$ cat src/rtl/retimer_pkg.sv
package retimer_pkg;

    localparam int CHAR_BITS = 8;

    typedef logic [CHAR_BITS-1:0] char_t;

    typedef enum logic [1:0] {
        RX_IDLE,
        RX_START,
        RX_DATA,
        RX_STOP
    } rx_state_t;

    // Rounded clock cycles per bit
    function automatic int bit_cycles(input int clk_hz, input int baud);
        return (clk_hz + baud / 2) / baud;
    endfunction

endpackage

$ cat src/rtl/rx_framer.sv
module rx_framer
    import retimer_pkg::*;
#(
    parameter int BIT_CYC = 2983
) (
    input  logic  clk,
    input  logic  rst,
    input  logic  enable,
    input  logic  line,
    output logic  char_valid,
    output char_t char_data
);
    localparam int HALF_CYC = BIT_CYC / 2;
    localparam int CW       = $clog2(BIT_CYC + 1);
    localparam int IW       = $clog2(CHAR_BITS + 1);

    rx_state_t     state;
    logic [CW-1:0] cnt;
    logic [IW-1:0] idx;
    logic          line_d;
    char_t         shreg;
    logic          tick;

    assign tick = (cnt == '0);

    always_ff @(posedge clk) begin
        if (rst) begin
            state      <= RX_IDLE;
            cnt        <= '0;
            idx        <= '0;
            line_d     <= 1'b1;
            shreg      <= '0;
            char_valid <= 1'b0;
        end else begin
            line_d     <= line;
            char_valid <= 1'b0;
            if (!enable) begin
                state <= RX_IDLE;
            end else begin
                case (state)
                    RX_IDLE: begin
                        if (line_d && !line) begin
                            state <= RX_START;
                            cnt   <= CW'(HALF_CYC - 1);
                        end
                    end
                    RX_START: begin
                        if (tick) begin
                            if (!line) begin
                                state <= RX_DATA;
                                cnt   <= CW'(BIT_CYC - 1);
                                idx   <= '0;
                            end else begin
                                state <= RX_IDLE;
                            end
                        end else begin
                            cnt <= cnt - 1'b1;
                        end
                    end
                    RX_DATA: begin
                        if (tick) begin
                            shreg <= {line, shreg[CHAR_BITS-1:1]};
                            cnt   <= CW'(BIT_CYC - 1);
                            idx   <= idx + 1'b1;
                            if (idx == IW'(CHAR_BITS - 1))
                                state <= RX_STOP;
                        end else begin
                            cnt <= cnt - 1'b1;
                        end
                    end
                    RX_STOP: begin
                        if (tick) begin
                            state      <= RX_IDLE;
                            char_valid <= line;
                        end else begin
                            cnt <= cnt - 1'b1;
                        end
                    end
                    default: state <= RX_IDLE;
                endcase
            end
        end
    end

    assign char_data = shreg;

    AST_DATA_IDX_RANGE: assert property (@(posedge clk) disable iff (rst)
        (state == RX_DATA) |-> (idx < IW'(CHAR_BITS)));
    AST_VALID_ENDS_FRAME: assert property (@(posedge clk) disable iff (rst)
        char_valid |-> (state == RX_IDLE));

endmodule

$ cat src/rtl/char_store.sv
module char_store
    import retimer_pkg::*;
(
    input  logic  clk,
    input  logic  rst,
    input  logic  clear,
    input  logic  load,
    input  char_t din,
    input  logic  shift,
    output logic  ser_q,
    output logic  irq
);
    localparam int PW = $clog2(CHAR_BITS);

    char_t         hold;
    logic [PW-1:0] ptr;
    logic          load_ok;

    assign load_ok = load && !clear;

    always_ff @(posedge clk) begin
        if (rst) begin
            hold  <= '0;
            ptr   <= '0;
            ser_q <= 1'b1;
            irq   <= 1'b0;
        end else begin
            if (load_ok) begin
                hold <= din;
                ptr  <= '0;
                irq  <= 1'b1;
            end else if (shift) begin
                ser_q <= hold[ptr];
                ptr   <= ptr + 1'b1;
                irq   <= 1'b0;
            end
            if (clear)
                irq <= 1'b0;
        end
    end

    AST_SHIFT_RELEASES_IRQ: assert property (@(posedge clk) disable iff (rst)
        (shift && !load_ok) |=> !irq);
    AST_IRQ_NEEDS_LOAD: assert property (@(posedge clk) disable iff (rst)
        $rose(irq) |-> $past(load));
    AST_CLEAR_DROPS_IRQ: assert property (@(posedge clk) disable iff (rst)
        clear |=> !irq);

endmodule

$ cat src/rtl/fsk_char_retimer.sv
module fsk_char_retimer
    import retimer_pkg::*;
#(
    parameter int CLK_HZ = 3579545,
    parameter int BAUD   = 1200
) (
    input  logic clk,
    input  logic rst,
    input  logic zero_pwr,
    input  logic mode_fsk,
    input  logic host_clk,
    input  logic raw_bit,
    output logic ser_out,
    output logic irq_n
);
    localparam int BIT_CYC  = bit_cycles(CLK_HZ, BAUD);
    localparam int HOLD_CYC = BIT_CYC;
    localparam int HW       = $clog2(HOLD_CYC + 1);

    logic [1:0]    raw_sync;
    logic [1:0]    hck_sync;
    logic          hck_d;
    logic [HW-1:0] hold_cnt;
    logic          raw_s;
    logic          hck_s;
    logic          hck_rise;
    logic          bypass;
    logic          active;
    logic          rx_valid;
    char_t         rx_char;
    logic          ser_q;
    logic          irq;

    always_ff @(posedge clk) begin
        if (rst) begin
            raw_sync <= 2'b11;
            hck_sync <= 2'b00;
            hck_d    <= 1'b0;
            hold_cnt <= '0;
        end else begin
            raw_sync <= {raw_sync[0], raw_bit};
            hck_sync <= {hck_sync[0], host_clk};
            hck_d    <= hck_sync[1];
            if (!hck_sync[1])
                hold_cnt <= '0;
            else if (hold_cnt != HW'(HOLD_CYC))
                hold_cnt <= hold_cnt + 1'b1;
        end
    end

    assign raw_s    = raw_sync[1];
    assign hck_s    = hck_sync[1];
    assign hck_rise = hck_s && !hck_d;
    assign bypass   = (hold_cnt == HW'(HOLD_CYC));
    assign active   = !zero_pwr && mode_fsk;

    rx_framer #(.BIT_CYC(BIT_CYC)) u_framer (
        .clk        (clk),
        .rst        (rst),
        .enable     (active && !bypass),
        .line       (raw_s),
        .char_valid (rx_valid),
        .char_data  (rx_char)
    );

    char_store u_store (
        .clk   (clk),
        .rst   (rst),
        .clear (!active || bypass),
        .load  (rx_valid),
        .din   (rx_char),
        .shift (hck_rise),
        .ser_q (ser_q),
        .irq   (irq)
    );

    assign ser_out = bypass ? raw_s : ser_q;
    assign irq_n   = !irq;

    AST_UNPOWERED_IRQ_OFF: assert property (@(posedge clk) disable iff (rst)
        !active |=> irq_n);
    AST_BYPASS_IRQ_OFF: assert property (@(posedge clk) disable iff (rst)
        bypass |=> irq_n);

endmodule

$ cat config.mk
export PLATFORM = sky130hd
export DESIGN_NAME = fsk_char_retimer
export DESIGN_NICKNAME = d
export VERILOG_FILES = /design/src/rtl/retimer_pkg.sv /design/src/rtl/rx_framer.sv /design/src/rtl/char_store.sv /design/src/rtl/fsk_char_retimer.sv
export SDC_FILE = /design/constraint.sdc
export NUM_CORES = 1
export LEC_CHECK = 0
export ABC_AREA = 1
export BUFFER_PORTS_ARGS = -buffer_cell sky130_fd_sc_hd__buf_2
export CAP_MARGIN = 20
export CORE_UTILIZATION = 57
export DETAILED_ROUTE_END_ITERATION = 7
export MAX_ROUTING_LAYER = met4
export PLACE_DENSITY_LB_ADDON = 0.08
export SYNTH_ARGS = -nofsm -noshare
export SYNTH_HDL_FRONTEND = slang
export SYNTH_SLANG_ARGS = --single-unit
$ cat constraint.sdc
create_clock -name clk -period 4.7 [get_ports clk]
set_clock_uncertainty 0.2 [all_clocks]
set_input_delay 0.47 -clock clk [delete_from_list [all_inputs] [get_ports clk]]
set_output_delay 0.47 -clock clk [all_outputs]
set_load 0.01 [all_outputs]
# Word level (Yosys, flattened, before mapping)
# Index checks and enable logic that the tools add are counted.
# Widths: inputs -> output; s select.
# word_totals
elab_cells	87
register_bits	58
in_bits	6
# op_classes
reduce_logical	27
n_lt_le_gt_ge	1
eq_ne	14
add_sub_neg	4
bitwise	5
muxes	22
# ops
operator	n
$mux 12	5
$pmux 12 s4	1
$add 12x1->12 const B	1
$eq 12x12->1 const B	1
$logic_not 12->1	1
$mux 2	6
$mux 4	3
$ne 12x12->1 const B	1
$sub 12x1->12 const B	1
$ne 2x1->1 const B	5
$reduce_and 5->1	2
$pmux 2 s4	1
$pmux 4 s2	1
$reduce_or 2->1	4
$logic_not 1->1	7
$logic_and 1x1->1	5
$not 1->1	5
$add 4x1->4 const B	1
$eq 2x2->1 const B	2
$eq 4x3->1 const B	1
$lt 3x4->1 const B	1
$mux 1	4
$ne 2x2->1 const B	2
$reduce_and 4->1	1
10 further kinds	11

# Depth between registers and ports, before layout
# Gate-level depths: netlist of the first run.
# logic_depth
word_depth	8
ltp_mapped	12
depth_no_buf	11

# Cells and area by module
# Synthesis of the first run repeated with hierarchy kept, for this count alone.
# hier_totals
cells_unflattened	439
area_unflattened_um2	3055.4
# modules_own_cells
module	seq_area_each_um2	n_inst	area_per_inst_um2	cells_each
rx_framer	560.5	1	1606.5	239
fsk_char_retimer	340.3	1	853.3	121
char_store	260.2	1	595.6	79

# Least setup slack after synthesis of the first run
# Ideal clock, no wire load.
# synth_path
path_kind	register -> output
startpoint	reg hold_cnt[0]
endpoint	out ser_out
n_path_buf	0
path_slack_ns	2.845
t_required_ns	4.030
path_stages_with_launch	6
t_arrival_ns	1.185
path_cell_list	dfxtp_1 > ha_1 > nand2_2 > nor2_4 > nand3_4 > o21ai_0
# synth_between
elab_chain_cells	2
# synth_rtl
element	line_no	source
from (decl)	fsk_char_retimer.sv:23	logic [HW-1:0] hold_cnt;
from (signal assigned)	fsk_char_retimer.sv:47	hold_cnt <= hold_cnt + 1'b1;
$eq 12x12->1	fsk_char_retimer.sv:54	assign bypass = (hold_cnt == HW'(HOLD_CYC));
$mux 1	fsk_char_retimer.sv:77	assign ser_out = bypass ? raw_s : ser_q;
to (decl)	fsk_char_retimer.sv:13	output logic ser_out,
# Every way passes these cells.

# Final worst setup path of the first run
# Ends and elaborated chain as after synthesis.

==> metrics, run 1 <==
Max-slew headroom 0.483; largest net degree at the start of global routing 29; die area 5580 µm²; RSZ-0062 raised after global routing false; # IOs 8; Worst Hold Class primary input to flop; vias per cell 5.27; syn nets 429; leakage 1.37 nW; postcts setup bufs 0; final setup violation count 0; core area 5110 µm²; initial core utilization 0.590; Antenna Nets Post-Route 0; Horiz. Die Dim 74.7 µm; Max IR drop VDD 0.000201 V; fin nets 441; Hold WS 0.122 ns; drt drc 0; GRT Total Usage 0.254; #FFs+latches synth 58; R2R Setup Slk 2.52 ns; std cell rows 26; CP Max Fanout 8; worst r2r dst u_framer.cnt[10]; layout cells sized above 1 0.142; power density over cell area 333 nW/µm²; Syn. warnings 0; status complete, no violations; cell area after synthesis 3010 µm²; CTS buffer count 9; H-tree depth 3; Period minus WS final 2.40 ns; Post-synth EDFFs 0; final-report max-slew violation count 0; Primary FF master, synth dfxtp_1; DR WL/cell 12.4 µm; period utilisation layout 0.511; first-pass GRT wire length 10.4 mm; WP data arrival 1.73 ns; clk_lat worst skew 0.33 ns; via count 2641; Buffers on Ports 7; CTS root buf clkbuf_8; Layout fillers 468; Overflow after GRT 0; Achievable Freq 416 MHz; Final Util 0.649; Post-Syn Instances 414; TNS Setup 0 ns; Hold Path Origin raw_bit; area of the multi-input gates 1610 µm²; CTS tree built; drt first pass iters 5; die height 74.7 µm; Crit Reg-Reg Startpoint hold_cnt[0]; Clock Pin Slew Worst Setup and Hold Paths 0.07 ns; register area share after synthesis 0.386; Max-cap violations 0; Avg Cell Area, Syn 7.27 µm²; Post-CTS Resized 0; Hold EP raw_sync[0]; Yosys cell types 37; FF/Latch Area 1160 µm²; Worst EP required 4.03 ns; Initial DRC Count 186; CP endpoint kind output pin; ANT cells 0; area grow syn2layout 10.1%; Final Hold Vio Count 0; dpl hpwl 4.38 mm; vias in the first global route 2406; slew at the pin closest to its max-slew limit 0.775 ns; crit path kind flop to output pin; clock sink count 58; WL final 6.22 mm; Hold Crit Depth 2; R2R cell count 9; Placer Congestion 0.809; startpoint types flop; Post-CTS Hold Fix Bufs 0; post-synthesis async set-or-reset flop share 0; clk buf depth 2; initial antenna violation count 0
## through the flow
stage,cell area (µm²),total power [mW],instances,setup WS (ns)
3_5_place_dp,3080,0.577,485,2.54
4_1_cts,3320,1.11,501,2.29
2_1_floorplan,3010,0.566,414,2.85
6_report,3320,1.10,501,2.30
3_3_place_gp,3080,0.576,485,2.56
5_1_grt,3320,1.14,501,2.17
## how the worst max path moves through the flow
stage | startpoint | to | slack (ns) | depth (start not counted)
after detailed placement | hold_cnt[0] | u_store.ser_q | 2.54 | 10
after floorplan | hold_cnt[0] | ser_out | 2.85 | 5
final | hold_cnt[0] | ser_out | 2.30 | 6
after CTS | hold_cnt[0] | ser_out | 2.29 | 6
after global placement | hold_cnt[0] | u_store.ser_q | 2.56 | 10
after global routing | hold_cnt[0] | ser_out | 2.17 | 6
## critical path, cell delays in order, from the launching register on
cell     delay [ns]
dfxtp_1        0.41
ha_1           0.27
nand2_2        0.09
nor2_4         0.12
nand3_4        0.15
o21ai_0        0.21
buf_2          0.16
## state kept, by name, indices dropped and copies added (netlist names), named ones only
name / flops
hck_d: 1
hck_sync: 2
hold_cnt: 12
raw_sync: 2
u_framer.char_data: 8
u_framer.char_valid: 1
u_framer.cnt: 12
u_framer.idx: 4
u_framer.line_d: 1
u_framer.state: 1
u_store.hold: 8
u_store.irq: 1
u_store.ptr: 3
u_store.ser_q: 1
## synthesized netlist by cell type (all sizes together), types with 4 or more instances
| master | number | area [µm²] |
|---|---|---|
| a21oi | 33 | 169 |
| buf | 5 | 51.3 |
| dfxtp | 58 | 1160 |
| ha | 9 | 113 |
| inv | 49 | 184 |
| nand2 | 85 | 357 |
| nand3 | 23 | 155 |
| nand4 | 4 | 25.0 |
| nor2 | 74 | 347 |
| nor3 | 12 | 65.1 |
| o21ai | 42 | 210 |
| or2 | 4 | 25.0 |
| xor2 | 6 | 52.6 |
## routing by layer
layer | GRT usage | up-vias | share of wire
met5 | - | - | 0
met1 | 0.306 | 1209 | 0.47
met2 | 0.414 | 66 | 0.48
met3 | 0.0469 | 10 | 0.042
met4 | 0.111 | 0 | 0.016
li1 | - | 1356 | -
## logic make-up (layout without fill, tap and decap cells)
| family | count (synthesis) | count (layout) | share of synthesized area |
|---|---|---|---|
| compound gates | 77 | 77 | 0.131 |
| xor+xnor | 8 | 8 | 0.0233 |
| fa+ha+maj | 9 | 9 | 0.0374 |
| buf+inv | 55 | 72 | 0.0793 |
| flops | 58 | 58 | 0.386 |
| simple gates | 207 | 207 | 0.344 |
## cell usage in the layout, fill, tap and decap left out, drive strengths merged
| cell | synthesis | final |
|---|---|---|
| buf | 5 | 7 |
| nand4 | 4 | 4 |
| nor2 | 74 | 74 |
| clkinv | 0 | 1 |
| ha | 9 | 9 |
| o21bai | 1 | 1 |
| inv | 49 | 49 |
| nand3b | 1 | 1 |
| dfxtp | 58 | 58 |
| nand2 | 85 | 85 |
| o21ai | 42 | 42 |
| o211ai | 1 | 1 |
| clkbuf | 1 | 12 |
| bufinv | 0 | 2 |
| nand3 | 23 | 23 |
| nor4 | 2 | 2 |
| xnor2 | 2 | 2 |
| or2 | 4 | 4 |
| clkinvlp | 0 | 1 |
| nor3b | 2 | 2 |
| a21oi | 33 | 33 |
| nor3 | 12 | 12 |
| xor2 | 6 | 6 |
## cell type report
type | instances | area share
Multi-Input combinational cell | 301 | 0.486
Sequential cell | 58 | 0.350
Inverter | 49 | 0.0555
Clock buffer | 12 | 0.0498
Tap cell | 70 | 0.0264
Clock inverter | 4 | 0.0219
Timing Repair Buffer | 7 | 0.0106
## where the power goes
part | total [mW] | internal (mW) | leakage, nW | switching [mW]
sequential | 0.501 | 0.497 | 0.469 | 0.00465
clock | 0.537 | 0.341 | 0.119 | 0.196
combinational | 0.0660 | 0.0234 | 0.778 | 0.0426
total | 1.10 | 0.861 | 1.37 | 0.244
No activity file was read; power rests on OpenSTA's default activity.
==> run 2: changes to the inputs <==
- clock period: 4.7 -> 2.4 ns (I/O delays scaled with it)
==> metrics, run 2 (synthesis gave the netlist of run 1 again) <==
final setup violation count 0; CP Max Fanout 8; Final WS setup 0.141 ns; clk buf depth 2; dpl hpwl 4.46 mm; area grow syn2layout 9.56%; Final Util 0.646; commonest non-fill, non-tap cell in the layout nand2_1; CTS root buf clkbuf_8; Worst Hold Class primary input to flop; DR WL/cell 12.2 µm; initial core utilization 0.590; CTS tree built; period utilisation layout 0.941; Non-Filler Instances 504; first-pass GRT wire length 9.94 mm; ANT cells 0; crit path kind flop to output pin; Max-slew headroom 0.624; critical path's largest stage delay 0.40 ns; vias per cell 5.15; clk_lat worst skew 0.34 ns; Initial DRC Count 164; status complete, no violations; Buffers on Ports 7; drt drc 0; placed cell count 486; layout cells sized above 1 0.143; vias in the first global route 2254; Power, Total 2.00 mW; largest net degree at the start of global routing 18; TNS Setup 0 ns; final-report max-slew violation count 0; Achievable Freq 443 MHz; H-tree depth 3; Worst EP required 1.96 ns; die height 74.7 µm; Post-CTS Resized 0; drt first pass iters 4; # IOs 8; Horiz. Die Dim 74.7 µm; RSZ-0062 raised after global routing false; CTS buffer count 9; Max IR drop VDD 0.000343 V; std cell rows 26; biggest regs hold_cnt x12, u_framer.cnt x12; commonest cells after routing, fill and taps aside nand2_1 (76), nor2_1 (62), dfxtp_1 (58), inv_1 (44), a21oi_1 (32); Antenna Nets Post-Route 0; core area 5110 µm²; leakage 1.36 nW; CP endpoint kind output pin; startpoint types flop; Period minus WS final 2.26 ns; GRT Total Usage 0.247; power density over cell area 606 nW/µm²; Setup WS pre-CTS 0.285 ns; initial antenna violation count 0; CP cell instances ha_1 -> nand2_2 -> nor2_4 -> nand3_4 -> o21ai_0 -> buf_2; clock sink count 58; Placer Congestion 0.870; Final Hold Vio Count 0; die area 5580 µm²; fin nets 444; via count 2597; Overflow after GRT 0; Clock Pin Slew Worst Setup and Hold Paths 0.07 ns; Max-cap violations 0; slew at the pin closest to its max-slew limit 0.563 ns; WL final 6.16 mm; slowest library cell on the worst path dfxtp_1; WP data arrival 1.82 ns
[run 2: changes by cell type in the layout (fill, tap and decap cells not counted), sizes merged]
cell	previous run	this run
inv	49	50
buf	7	8
clkinvlp	1	2
bufinv	2	1
dlygate4sd3	0	2
clkbuf	12	9
clkinv	1	3
[run 2: routing by layer]
layer	up-vias	GRT usage	routed length [µm]
met3	10	0.0455	156
met4	0	0.124	119
met1	1183	0.299	2950
li1	1368	-	-
met5	-	-	0
met2	36	0.393	2940
[run 2: power by group]
group	internal (mW)	switching (mW)	total [mW]
Combinational	0.0488	0.0846	0.133
Sequential	0.973	0.00869	0.981
Clock	0.476	0.410	0.886
Total	1.50	0.503	2.00
[run 2: worst paths after layout]
check                           to  slack (ns)  cells after the start         from
hold reg to reg        raw_sync[1]        0.21                      1  raw_sync[0]
hold / removal    u_framer.cnt[11]        0.06                      2          rst
setup reg to reg  u_framer.cnt[10]        0.29                      9  hold_cnt[0]
setup / recovery           ser_out        0.14                      6  hold_cnt[0]
[run 2: area by class of cell]
type                            count  area, µm²
Fill cell                         481       1810
Clock buffer                        9        124
Clock inverter                      7       68.8
Sequential cell                    58       1160
Multi-Input combinational cell    301       1610
Timing Repair Buffer               10       62.6
Inverter                           49        184
Tap cell                           70       87.6
[run 2: critical path, delay by kind of cell, from the launching register on]
kind	cells	cell delay (ns)
adder cells (fa/ha/maj)	1	0.25
AND/OR/NAND/NOR	3	0.34
AO/OA/AOI/OAI	1	0.29
flip-flops	1	0.40
buffers and inverters	1	0.20
[run 2: repair_timing]
item	4_1_cts	5_1_grt
endpoints found under the hold margin	2	0
buffers inserted	0	0
hold buffers	2	0
[run 2: metrics by stage]
stage / hold WS, ns / instance area, µm²
finish: 0.0575 / 3300
detailed placement: 0.198 / 3090
CTS: 0.0519 / 3300
floorplan: 0.144 / 3010
global placement: 0.204 / 3090
global route: 0.0766 / 3300
==> run 3: changes to the inputs <==
- ABC_AREA: 1 -> not set
- CTS_BUF_LIST: not set -> sky130_fd_sc_hd__clkbuf_2 sky130_fd_sc_hd__clkbuf_4 sky130_fd_sc_hd__clkbuf_8
==> metrics, run 3 <==
final-report max-slew violation count 0; core area 4500 µm²; most frequent cell after synthesis dfxtp_1; #FFs+latches synth 58; Avg Cell Area, Syn 8.68 µm²; first-pass GRT wire length 10.0 mm; vias per cell 5.83; CTS buffer count 9; Sw Ratio 0.217; biggest regs hold_cnt x12, u_framer.cnt x12; WL final 6.22 mm; Horiz. Die Dim 71.7 µm; Layout fillers 353; slew at the pin closest to its max-slew limit 0.500 ns; Max IR drop VDD 0.000533 V; clk buf depth 2; # IOs 8; via count 2356; H-tree depth 3; synth cell count leaders dfxtp_1 (58), nor2_1 (32), nand2_1 (22); die area 5140 µm²; Post-Syn Instances 319; switching pwr 441 µW; share of the synthesized area in the top cell type 0.419; Synth area leader dfxtp_1; drt first pass iters 5; Final Hold Vio Count 0; std cell rows 24; Primary FF master, synth dfxtp_1; status complete, no violations; Max-slew headroom 0.663; fin nets 362; ANT cells 0; Setup WS pre-CTS -0.0413 ns; Final WS setup 0.0515 ns; final setup violation count 0; vias in the first global route 2236; initial core utilization 0.615; largest net degree at the start of global routing 27; clock network fraction of total power 0.460; Overflow after GRT 0; area grow syn2layout 20.4%; clk_lat worst skew 0.34 ns; Final Util 0.740; commonest cells after routing, fill and taps aside dfxtp_1 (57), nor2_1 (32), buf_4 (23), nand2_1 (22), a21oi_1 (20); DR WL/cell 15.4 µm; period utilisation layout 0.979; Period minus WS final 2.35 ns; startpoint types flop; initial antenna violation count 0; post-synthesis async set-or-reset flop share 0; Worst EP required 2.41 ns; R2R Setup Slk 0.05 ns; power density over cell area 610 nW/µm²; Antenna Nets Post-Route 0; Crit Reg-Reg Startpoint u_framer.cnt[0]; GRT Total Usage 0.261; Power, Total 2.03 mW; Post-synth EDFFs 0; cell area after synthesis 2770 µm²; Hold Path Origin raw_sync[0]; Worst Hold Class flop to flop; CTS root buf clkbuf_8; leakage 1.32 nW; WP data arrival 2.36 ns; largest cells by area after synthesis dfxtp_1 (42%), mux2i_1 (4.3%), nor2_1 (4.3%); syn nets 334; Clock Pin Slew Worst Setup and Hold Paths 0.06 ns; crit path kind flop to flop; Max-cap violations 0; Placer Congestion 0.847; register area share after synthesis 0.419; Buffers on Ports 7; TNS Setup 0 ns; drt drc 0; CP endpoint kind flop; layout cells sized above 1 0.230; clock sink count 58; Achievable Freq 426 MHz; Int Power 1.59 mW; logic gate share of total power 0.058; Initial DRC Count 118; commonest non-fill, non-tap cell in the layout dfxtp_1; Hold WS 0.209 ns; CP Max Fanout 8; Syn. warnings 0; sequential share of power 0.482; dpl hpwl 3.97 mm; CTS tree built; die height 71.7 µm; Yosys cell types 54; Critical Path Start u_framer.cnt[0]
run 3: cell count changes in the layout (fill, tap and decap cells not counted), moves of 16 or more:
| cell | delta |
|---|---|
| inv_1 | -32 |
| nor2_1 | -30 |
| o21ai_0 | -16 |
| buf_4 | +22 |
| nand2_1 | -54 |
run 3: worst max-delay path, cell delays in order, from the launching register on:
cell	delay (ns)
dfxtp_2	0.32
inv_2	0.07
ha_2	0.17
or4b_4	0.50
buf_6	0.16
o41ai_4	0.32
buf_4	0.20
nor3_1	0.05
o21ai_0	0.14
a21oi_1	0.08
run 3: logic make-up after synthesis:
logic type / synth area share
compound gates: 0.150
xor+xnor: 0.0316
fa+ha+maj: 0.0407
buf+inv: 0.0484
flops: 0.419
mux: 0.0678
simple gates: 0.242
run 3: per-layer routing:
metal | share of wire | global-route usage
met5 | 0 | -
met4 | 0.018 | 0.0719
met3 | 0.048 | 0.0844
met2 | 0.49 | 0.413
met1 | 0.45 | 0.319
run 3: timing repair:
action / CTS / global route
buffers inserted: 0 / 6
hold buffers: 3 / 0
cloned: 0 / 0
pin swaps: 0 / 4
setup endpoints to repair: 4 / 17
gates resized for setup: 1 / 23
hold endpoints to repair: 3 / 0
run 3: final cells by class:
type                    count  area, µm²  share of cell area
flip-flops and latches     58       1160               0.349
inverters                  14       52.6              0.0158
multi-input cells         228       1560               0.469
repair buffers             36        280              0.0841
well taps                  52       65.1              0.0195
clock inverters             2       35.0              0.0105
clock buffers              14        174              0.0522
run 3: per-stage QoR:
stage                     std cells  cell area [µm²]
final                           404             3330
after floorplan                 319             2780
after global routing            404             3330
after CTS                       398             3190
after global placement          379             2950
after detailed placement        379             2950
run 3: final timing paths:
kind                           to  cells after the start
setup / recovery  u_framer.cnt[3]                      9
hold / removal        raw_sync[1]                      1
setup reg to reg  u_framer.cnt[3]                      9
hold reg to reg       raw_sync[1]                      1
run 3: power by group through the flow:
stage               Sequential, mW  Combinational, mW  Clock (mW)
CTS                          0.980              0.103       0.947
detailed placement            1.00             0.0975           0
global route                 0.981              0.129       0.998
floorplan                     1.00             0.0679           0
global placement              1.00             0.0956           0
finish                       0.980              0.118       0.936
